## src/rtl/legdiv_pkg.sv

```systemverilog
package legdiv_pkg;
  typedef enum logic [1:0] {
    ST_IDLE = 2'd0,
    ST_RUN  = 2'd1,
    ST_FIN  = 2'd2
  } div_state_e;

  // operand width for a size code: xlen/8, xlen/4, xlen/2, xlen
  function automatic int unsigned op_bits(input logic [1:0] sz, input int unsigned xlen);
    return xlen >> (3 - int'(sz));
  endfunction
endpackage

```

## src/rtl/legdiv_unpack.sv

```systemverilog
module legdiv_unpack
  import legdiv_pkg::*;
#(
  parameter int XLEN = 64,
  localparam int DW = 2 * XLEN,
  localparam int CW = $clog2(XLEN + 1)
) (
  input  logic [1:0]      size,
  input  logic            sgn,
  input  logic [XLEN-1:0] acc,
  input  logic [XLEN-1:0] ext,
  input  logic [XLEN-1:0] dv,
  output logic [XLEN-1:0] hi_mag,
  output logic [XLEN-1:0] lo_aligned,
  output logic [XLEN-1:0] dv_mag,
  output logic            q_neg,
  output logic            r_neg,
  output logic            early_err,
  output logic [CW-1:0]   nbits
);
  int unsigned w;
  logic [XLEN-1:0] mw, dvm, vext, tmpv, lo_mag;
  logic [DW-1:0]   md, dvd, dext, dmag, tmpd, shd;
  logic            sd, sv;

  always_comb begin
    w    = op_bits(size, XLEN);
    mw   = {XLEN{1'b1}} >> (XLEN - w);
    md   = {DW{1'b1}} >> (DW - 2 * w);
    if (size == 2'b00) dvd = DW'(acc[15:0]);
    else               dvd = (DW'(ext & mw) << w) | DW'(acc & mw);
    tmpd = dvd >> (2 * w - 1);
    sd   = sgn & tmpd[0];
    dext = sd ? (dvd | ~md) : dvd;
    dmag = sd ? -dext : dext;
    shd  = dmag >> w;
    hi_mag     = shd[XLEN-1:0] & mw;
    lo_mag     = dmag[XLEN-1:0] & mw;
    lo_aligned = lo_mag << (XLEN - w);
    dvm  = dv & mw;
    tmpv = dvm >> (w - 1);
    sv   = sgn & tmpv[0];
    vext = sv ? (dvm | ~mw) : dvm;
    dv_mag    = (sv ? -vext : vext) & mw;
    early_err = (hi_mag >= dv_mag);
    q_neg = sd ^ sv;
    r_neg = sd;
    nbits = CW'(w);
  end
endmodule

```

## src/rtl/legdiv_step.sv

```systemverilog
module legdiv_step #(
  parameter int XLEN = 64
) (
  input  logic [XLEN-1:0] rem,
  input  logic [XLEN-1:0] quo,
  input  logic [XLEN-1:0] dvm,
  output logic [XLEN-1:0] rem_n,
  output logic [XLEN-1:0] quo_n
);
  logic [XLEN:0] trial, diff;
  logic          take;

  always_comb begin
    trial = {rem, quo[XLEN-1]};
    diff  = trial - {1'b0, dvm};
    take  = (trial >= {1'b0, dvm});
    rem_n = take ? diff[XLEN-1:0] : trial[XLEN-1:0];
    quo_n = {quo[XLEN-2:0], take};
  end
endmodule

```

## src/rtl/legdiv_pack.sv

```systemverilog
module legdiv_pack
  import legdiv_pkg::*;
#(
  parameter int XLEN = 64
) (
  input  logic [1:0]      size,
  input  logic            sgn,
  input  logic            q_neg,
  input  logic            r_neg,
  input  logic            early_err,
  input  logic [XLEN-1:0] q_mag,
  input  logic [XLEN-1:0] r_mag,
  input  logic [XLEN-1:0] acc,
  input  logic [XLEN-1:0] ext,
  output logic [XLEN-1:0] acc_o,
  output logic [XLEN-1:0] ext_o,
  output logic            err_o
);
  int unsigned w;
  logic [XLEN-1:0] mw, lim, qs, rs;
  logic            range_err;

  always_comb begin
    w   = op_bits(size, XLEN);
    mw  = {XLEN{1'b1}} >> (XLEN - w);
    lim = {{(XLEN-1){1'b0}}, 1'b1} << (w - 1);
    range_err = sgn && (q_neg ? (q_mag > lim) : (q_mag >= lim));
    err_o = early_err | range_err;
    qs = (q_neg ? -q_mag : q_mag) & mw;
    rs = (r_neg ? -r_mag : r_mag) & mw;
    unique case (size)
      2'b00: begin
        acc_o = {acc[XLEN-1:16], rs[7:0], qs[7:0]};
        ext_o = ext;
      end
      2'b01: begin
        acc_o = {acc[XLEN-1:16], qs[15:0]};
        ext_o = {ext[XLEN-1:16], rs[15:0]};
      end
      default: begin
        acc_o = qs;
        ext_o = rs;
      end
    endcase
    if (err_o) begin
      acc_o = acc;
      ext_o = ext;
    end
  end
endmodule

```

## src/rtl/legacy_divider.sv

```systemverilog
module legacy_divider
  import legdiv_pkg::*;
#(
  parameter int XLEN = 64,
  localparam int CW = $clog2(XLEN + 1)
) (
  input  logic            clk,
  input  logic            rst_n,
  input  logic            req_valid,
  output logic            req_ready,
  input  logic [1:0]      req_size,
  input  logic            req_signed,
  input  logic [XLEN-1:0] req_acc,
  input  logic [XLEN-1:0] req_ext,
  input  logic [XLEN-1:0] req_divisor,
  output logic            rsp_valid,
  output logic            rsp_error,
  output logic [XLEN-1:0] rsp_acc,
  output logic [XLEN-1:0] rsp_ext,
  output logic            busy
);
  div_state_e      state;
  logic [1:0]      sz_q;
  logic            sgn_q, qneg_q, rneg_q, early_q;
  logic [XLEN-1:0] acc_q, ext_q, rem_q, quo_q, dvm_q;
  logic [CW-1:0]   cnt_q;

  logic [XLEN-1:0] u_hi, u_lo, u_dv, s_rem, s_quo;
  logic            u_qneg, u_rneg, u_early;
  logic [CW-1:0]   u_bits;

  legdiv_unpack #(.XLEN(XLEN)) u_unpack (
    .size(req_size), .sgn(req_signed), .acc(req_acc), .ext(req_ext),
    .dv(req_divisor), .hi_mag(u_hi), .lo_aligned(u_lo), .dv_mag(u_dv),
    .q_neg(u_qneg), .r_neg(u_rneg), .early_err(u_early), .nbits(u_bits)
  );

  legdiv_step #(.XLEN(XLEN)) u_step (
    .rem(rem_q), .quo(quo_q), .dvm(dvm_q), .rem_n(s_rem), .quo_n(s_quo)
  );

  legdiv_pack #(.XLEN(XLEN)) u_pack (
    .size(sz_q), .sgn(sgn_q), .q_neg(qneg_q), .r_neg(rneg_q),
    .early_err(early_q), .q_mag(quo_q), .r_mag(rem_q),
    .acc(acc_q), .ext(ext_q), .acc_o(rsp_acc), .ext_o(rsp_ext),
    .err_o(rsp_error)
  );

  assign req_ready = (state == ST_IDLE);
  assign busy      = (state != ST_IDLE);
  assign rsp_valid = (state == ST_FIN);

  always_ff @(posedge clk) begin
    if (!rst_n) begin
      state   <= ST_IDLE;
      sz_q    <= '0;
      sgn_q   <= 1'b0;
      qneg_q  <= 1'b0;
      rneg_q  <= 1'b0;
      early_q <= 1'b0;
      acc_q   <= '0;
      ext_q   <= '0;
      rem_q   <= '0;
      quo_q   <= '0;
      dvm_q   <= '0;
      cnt_q   <= '0;
    end else begin
      unique case (state)
        ST_IDLE: if (req_valid) begin
          sz_q    <= req_size;
          sgn_q   <= req_signed;
          acc_q   <= req_acc;
          ext_q   <= req_ext;
          rem_q   <= u_hi;
          quo_q   <= u_lo;
          dvm_q   <= u_dv;
          qneg_q  <= u_qneg;
          rneg_q  <= u_rneg;
          early_q <= u_early;
          cnt_q   <= u_bits;
          state   <= u_early ? ST_FIN : ST_RUN;
        end
        ST_RUN: begin
          rem_q <= s_rem;
          quo_q <= s_quo;
          cnt_q <= cnt_q - 1'b1;
          if (cnt_q == CW'(1)) state <= ST_FIN;
        end
        default: state <= ST_IDLE;
      endcase
    end
  end
endmodule

```

## config.mk

```make
export PLATFORM = sky130hd
export DESIGN_NAME = legacy_divider
export DESIGN_NICKNAME = d
export VERILOG_FILES = /design/src/rtl/legdiv_pkg.sv /design/src/rtl/legdiv_unpack.sv /design/src/rtl/legdiv_step.sv /design/src/rtl/legdiv_pack.sv /design/src/rtl/legacy_divider.sv
export SDC_FILE = /design/constraint.sdc
export NUM_CORES = 2
export LEC_CHECK = 0
export BUFFER_PORTS_ARGS = -buffer_cell sky130_fd_sc_hd__buf_2
export CAP_MARGIN = 20
export CELL_PAD_IN_SITES_DETAIL_PLACEMENT = 1
export CELL_PAD_IN_SITES_GLOBAL_PLACEMENT = 1
export CORE_MARGIN = 2
export CORE_UTILIZATION = 30
export CTS_BUF_LIST = sky130_fd_sc_hd__clkbuf_8
export DETAILED_ROUTE_END_ITERATION = 12
export PLACE_DENSITY_LB_ADDON = 0.12
export SLEW_MARGIN = 20
export SYNTH_ARGS = -nofsm -noshare
export SYNTH_HDL_FRONTEND = slang
export SYNTH_SLANG_ARGS = --single-unit
```

## constraint.sdc

```tcl
create_clock -name clk -period 18.8 [get_ports clk]
set_input_delay 2.82 -clock clk [delete_from_list [all_inputs] [get_ports clk]]
set_output_delay 2.82 -clock clk [all_outputs]
set_load 0.05 [all_outputs]
```

==> Word level (Yosys, flattened, before mapping) <==
Cells that the tools add are included.
{ "totals": {"inputBits": 198, "output_inout_bits": 132, "word_cells": 96, "reg_bits": 335} }
{ "op_classes": {"n_lt_le_gt_ge": 4, "bitwise_logic": 17, "n_eq_ne": 6, "muxes": 23, "addsub": 14, "n_shift": 11, "reduce_logical": 9} }
{ "ops": {"columns": ["cell", "n"], "rows": [
  ["two-way mux 64 bit", 9],
  ["AND 64 bit", 8],
  ["one-hot mux 64 bit (2 select lines)", 4],
  ["two-way mux 128 bit", 3],
  ["bitwise OR 128 bit", 2],
  ["negation 64 bit", 3],
  ["greater-or-equal comparator 64 bit", 2],
  ["negation 128 bit", 1],
  ["inverter 128 bit", 1],
  ["left shift 128 x 32 -> 128 bit", 1],
  [">> shifter 128 x 32 -> 1 bit", 1],
  [">> shifter 128 x 32 -> 128 bit (first input constant)", 1],
  [">> shifter 128 x 32 -> 64 bit", 1],
  [">> shifter 64 x 32 -> 64 bit (first input constant)", 2],
  ["subtractor 32 x 1 -> 32 bit (second input constant)", 3],
  ["greater-or-equal comparator 65 x 64 -> 1 bit", 1],
  ["> comparator 64 bit", 1],
  ["inverter 64 bit", 1],
  ["bitwise OR 64 bit", 1],
  ["left shift 1 x 32 -> 64 bit (first input constant)", 1],
  ["left shift 64 x 32 -> 64 bit", 1],
  [">> shifter 64 x 32 -> 1 bit", 1],
  [">> shifter 7 x 32 -> 32 bit (first input constant)", 2],
  ["subtractor 64 bit", 1],
  ["other kinds (20)", 32]
]} }

==> Longest topological paths before layout <==
{ "depth": {"word_depth": 19, "ltp_mapped": 42, "mapped_depth_nobuf": 28} }

==> Modules after synthesis <==
Synthesis repeated with hierarchy kept, for this count alone.
{ "unflattened": {"cells_unflattened": 4797, "hier_area_um2": 33767.4} }
{ "by_module_without_submodules": {"columns": ["module", "area_each_um2", "instances", "seq_area_each_um2", "cells_each"], "rows": [
  ["legacy_divider", 12408.2, 1, 6706.4, 1496],
  ["legdiv_unpack", 11529.8, 1, 0.0, 1842],
  ["legdiv_step", 5272.6, 1, 0.0, 821],
  ["legdiv_pack", 4556.9, 1, 0.0, 638]
]} }

==> Worst setup path after synthesis <==
Ideal clock, no wire load.
{ "synth_timing": {"path_kind": "input to register", "start": "input port req_size[1]", "end": "register state[0]", "n_path_buf": 17, "setup_ns": 0.128, "slack_ns": 8.106, "cell_stages": 41, "arrival_time_ns": 10.566, "required_time_ns": 18.672, "path_cell_list": "buf_2 and2_1 buf_2 clkbuf_1 clkbuf_1 clkbuf_1 clkbuf_1 buf_1 buf_1 clkbuf_1 inv_1 ha_1 buf_2 buf_2 buf_2 buf_1 clkbuf_1 clkbuf_1 [5 not listed] or2_2 nand2b_1 o21bai_1 or3_1 o21ai_0 xnor2_1 nand2_1 ha_1 nand4_1 or2_2 nor4_1 o2111ai_1 a21oi_1 nor4b_1 o211ai_1 a31oi_1 a21oi_1 nor2_1"} }
{ "synth_between": {"elab_chain_len": 19, "word_cells_on_any_way": 36, "cone_classes": "add/sub (7); order compare (1); shift (7); mux (8); bitwise (12); reduce/logical (1)"} }
{ "synth_lines": {"columns": ["item", "line_no", "source"], "rows": [
  ["start: declaration", "legacy_divider.sv:11", "input logic [1:0] req_size,"],
  ["subtractor 2 x 2 -> 3 bit", "legdiv_pkg.sv:10", "return xlen >> (3 - int'(sz));"],
  [">> shifter 7 x 32 -> 32 bit", "legdiv_pkg.sv:10", null],
  ["subtractor 7 x 32 -> 32 bit", "legdiv_unpack.sv:28", "mw = {XLEN{1'b1}} >> (XLEN - w);"],
  [">> shifter 64 x 32 -> 64 bit", "legdiv_unpack.sv:28", null],
  ["AND 64 bit", "legdiv_unpack.sv:31", "else dvd = (DW'(ext & mw) << w) | DW'(acc & mw);"],
  ["left shift 128 x 32 -> 128 bit", "legdiv_unpack.sv:31", null],
  ["bitwise OR 128 bit", "legdiv_unpack.sv:31", null],
  ["two-way mux 128 bit", "legdiv_unpack.sv:30", "if (size == 2'b00) dvd = DW'(acc[15:0]);"],
  ["[3 not listed]", null, null],
  ["negation 128 bit", "legdiv_unpack.sv:35", "dmag = sd ? -dext : dext;"],
  ["two-way mux 128 bit", "legdiv_unpack.sv:35", null],
  [">> shifter 128 x 32 -> 64 bit", "legdiv_unpack.sv:36", "shd = dmag >> w;"],
  ["AND 64 bit", "legdiv_unpack.sv:37", "hi_mag = shd[XLEN-1:0] & mw;"],
  ["greater-or-equal comparator 64 bit *", "legdiv_unpack.sv:45", "early_err = (hi_mag >= dv_mag);"],
  ["two-way mux 2 bit *", "legacy_divider.sv:81", "state <= u_early ? ST_FIN : ST_RUN;"],
  ["two-way mux 2 bit *", "legacy_divider.sv:69", "ST_IDLE: if (req_valid) begin"],
  ["one-hot mux 2 bit (2 select lines) *", "legacy_divider.sv:68", "unique case (state)"],
  ["end signal: assignment", "legacy_divider.sv:81", null],
  ["end: declaration", "legacy_divider.sv:22", "div_state_e state;"]
]} }
Mark *: on every way between the ends. The rest lies on a longest branch, timed or not. The select of a mux whose other input is x is not followed.
A chain may end at the register's enable or synchronous reset.

==> Worst setup path after layout <==
{ "layout_timing": {"start": "input port req_size[0]", "end": "register state[0]"} }
The elaborated chain is that of the path after synthesis.

==> summary.txt <==
Routing
  – Routed len/inst: 31.99 µm
  – Drt total wl: 198100 µm
  – Drt pass-1 iters: 9
  – Initial DRC count: 5384
  – DR vias/cell: 6.248
  – Post-DRT Antenna Nets: 0
  – Routed via count: 38700
  – DRC errors left: 0

Finish
  – Area growth, synth to finish: 14.23%
  – Share of cells above drive strength 1: 0.1373
  – Commonest non-fill, non-tap cell in the layout: nand2_1
  – Commonest cells after routing, fill and taps aside: nand2_1, a21oi_1, nor2_1
  – Design area: 0.03612 mm²
  – # nets final: 5073
  – Filler cells: 13270

Clock network
  – Clock Latency Late Sink: 0.74 ns
  – Num CTS Buffers: 74
  – Sink Count: 335
  – Post-CTS Resized: 0
  – TritonCTS clock tree: yes
  – Hold-fix buffers at CTS: 0
  – Setup bufs post-CTS: 0
  – Clk pin slew, worst setup/hold paths: 0.06 ns
  – H-tree lvl count: 3
  – Maximum clock path buffer count: 3
  – CTS root buf: clkbuf_8

Synthesis
  – Synthesized cell area: 0.03162 mm²
  – Synth unique cells: 96
  – Number of synthesized flops with an enable pin: 0
  – Synth Warn #: 0
  – Mean post-synth cell area: 6.902 µm²
  – Asr flop ratio synth: 0
  – Post-Syn Instances: 4582
  – Seq cells post-synth: 335
  – Synthesized Nets: 4922
  – Top_reg_cell synth: dfxtp_1
  – Post-synthesis sequential area ratio: 0.2121

Timing
  – Tcrit/Tclk final: 0.5990
  – Unrepaired setup endpoints after global routing: false
  – Slew @ Worst Pin: 1.156 ns
  – Final hold vios: 0
  – Fmax: 88.81 MHz
  – Setup TNS: 0 ns
  – Final-report setup violation count: 0
  – Worst Clk Skew: 0.04303 ns
  – Slew HR: 0.2279
  – Pins Over Slew Limit: 0
  – Post-layout minimum cycle time: 11.26 ns

Die
  – Core Box Area: 0.1050 mm²
  – DIE HEIGHT: 328.7 µm
  – Row count: 119
  – Die X: 328.7 µm
  – Top Ports: 330
  – Die Area: 0.1080 mm²
  – Initial Util: 0.3013

Global routing
  – Grt ovf: 0
  – GR Util All Layers: 0.3538
  – Initial antenna violation count: 14
  – Largest net degree at the start of global routing: 80
  – First-pass GRT wire length: 277600 µm
  – Vias in the first global route: 36510

Power
  – Worst vdd ir: 0.0001213 V
  – Power Density: 150.2 mW/mm²
  – Static Leakage: 14.35 nW

Placement
  – Dpl cell area: 0.03450 mm²
  – Dpl hpwl: 154800 µm
  – Port Buffers: 329
  – GPL Wtd Cong: 1.044

Worst setup path
  – CP Class: in2reg
  – CP max FO: 58
  – Critical Path AT: 11.85 ns
  – R2R Path Start: quo_q[63]$_SDFFE_PN0P_
  – R2R setup slack: 12.89 ns
  – Worst R2R Path Depth: 15
  – CP startpoint kind: input port
  – Worst Setup SP: req_size[0]
  – Setup crit end kind: flop
  – End of the worst register-to-register path: rem_q[10]$_SDFFE_PN0P_
  – CP endpoint: state[0]$_SDFFE_PN0P_
  – Worst path required time: 19.39 ns

Job
  – Max-Cap Viols: 0

Worst hold path
  – Hold WC Path Type: reg2reg
  – Worst hold start: ext_q[11]$_SDFFE_PN0P_

Run status
  – Status: finished clean
## critical path, stage by stage
cell       delay [ns]
buf_4            0.49
nor2b_2          0.25
buf_4            0.33
clkinv_2         0.39
ha_2             0.77
nand4b_1         0.18
o32ai_1          0.17
o32ai_4          0.16
buf_4            0.39
buf_4            0.64
o2111ai_1        0.35
nor4_2           0.74
nand3_1          0.46
o211ai_1         0.29
o31ai_1          0.11
a221oi_1         0.59
ha_1             0.23
nand4_1          0.08
or2_2            0.30
nor4_1           0.61
o2111ai_1        0.21
a21oi_1          0.38
nor4b_1          0.11
o211ai_1         0.20
a31oi_1          0.23
a21oi_1          0.22
nor2_1           0.06
## how the worst min path moves through the flow
| stage | endpoint | slack (ns) | depth (start not counted) |
|---|---|---|---|
| after floorplan | ext_q[7]$_SDFFE_PN0P_ | 0.43 | 2 |
| after global placement | ext_q[7]$_SDFFE_PN0P_ | 0.44 | 2 |
| after detailed placement | ext_q[11]$_SDFFE_PN0P_ | 0.45 | 2 |
| after CTS | ext_q[11]$_SDFFE_PN0P_ | 0.45 | 2 |
| after global routing | acc_q[12]$_SDFFE_PN0P_ | 0.47 | 2 |
| final | ext_q[11]$_SDFFE_PN0P_ | 0.45 | 2 |
## cells in the mapped netlist (47+ instances only)
master	number	area, µm²
xor2_1	195	1708
nor2_1	351	1318
nand3_1	90	450.4
o31ai_1	68	510.5
nand2_1	799	2999
o21ai_1	73	365.4
nand4_1	51	319.1
o21ai_0	322	1612
or3_1	59	369.1
xnor2_1	135	1182
nor4_1	47	294.0
ha_1	141	1764
a21o_1	68	510.5
inv_1	102	382.9
a21oi_1	436	2182
nor3_1	106	530.5
dfxtp_1	335	6706
mux2i_1	47	470.5
clkbuf_1	289	1085
## sequential cells by signal, indices dropped and copies added (netlist names)
name and flops:
early_q 1, state 2, dvm_q 64, cnt_q 7, rem_q 64, sz_q 2, quo_q 64, acc_q 64
sgn_q 1, ext_q 64, rneg_q 1, qneg_q 1
## layout make-up
cell class	count	area (µm²)	share of cell area
antenna	10	25.02	0.0006927
clock buffer	99	1363	0.03772
clock inverter	36	222.7	0.006165
inverter	108	414.1	0.01146
multi-input combinational	3796	23330	0.6457
sequential	335	6709	0.1857
tap	1391	1740	0.04818
timing repair buffer	418	2323	0.06432
## logic make-up after synthesis
logic type | count (synthesis) | share of synthesized area
adders and majority gates | 142 | 0.05642
xor gates and xnor gates | 330 | 0.09139
AOI/OAI and AO/OA | 1493 | 0.3044
and+or+nand+nor | 1748 | 0.2533
buffers and inverters | 451 | 0.05472
DFF | 335 | 0.2121
muxes | 83 | 0.02770
## metrics by stage
step / power, mW / hold slack, ns / instances / setup slack, ns / util
after detailed placement: 4.429 / 0.4470 / 6047 / 7.097 / 0.3287
final: 5.426 / 0.4538 / 6193 / 7.540 / 0.3441
after global routing: 5.713 / 0.4655 / 6185 / 7.312 / 0.3440
after global placement: 4.425 / 0.4405 / 6047 / 7.389 / 0.3287
after floorplan: 3.181 / 0.4329 / 4582 / 8.106 / -
after CTS: 5.359 / 0.4549 / 6182 / 7.925 / 0.3438
## where the power goes
group          internal [mW]  leakage (nW)  total (mW)  switching [mW]
sequential             0.835          2.74        1.01           0.179
combinational           1.07          10.7        3.50            2.43
clock                  0.498         0.900       0.908           0.410
## metal layers
layer	wire (µm)	vias up	global-route usage
met5	74	-	0
met4	5485	10	0.1086
met3	19140	245	0.07309
met2	80400	1973	0.4952
met1	93030	19500	0.5325
li1	-	16960	-
Power figures use the tool's default switching activity.
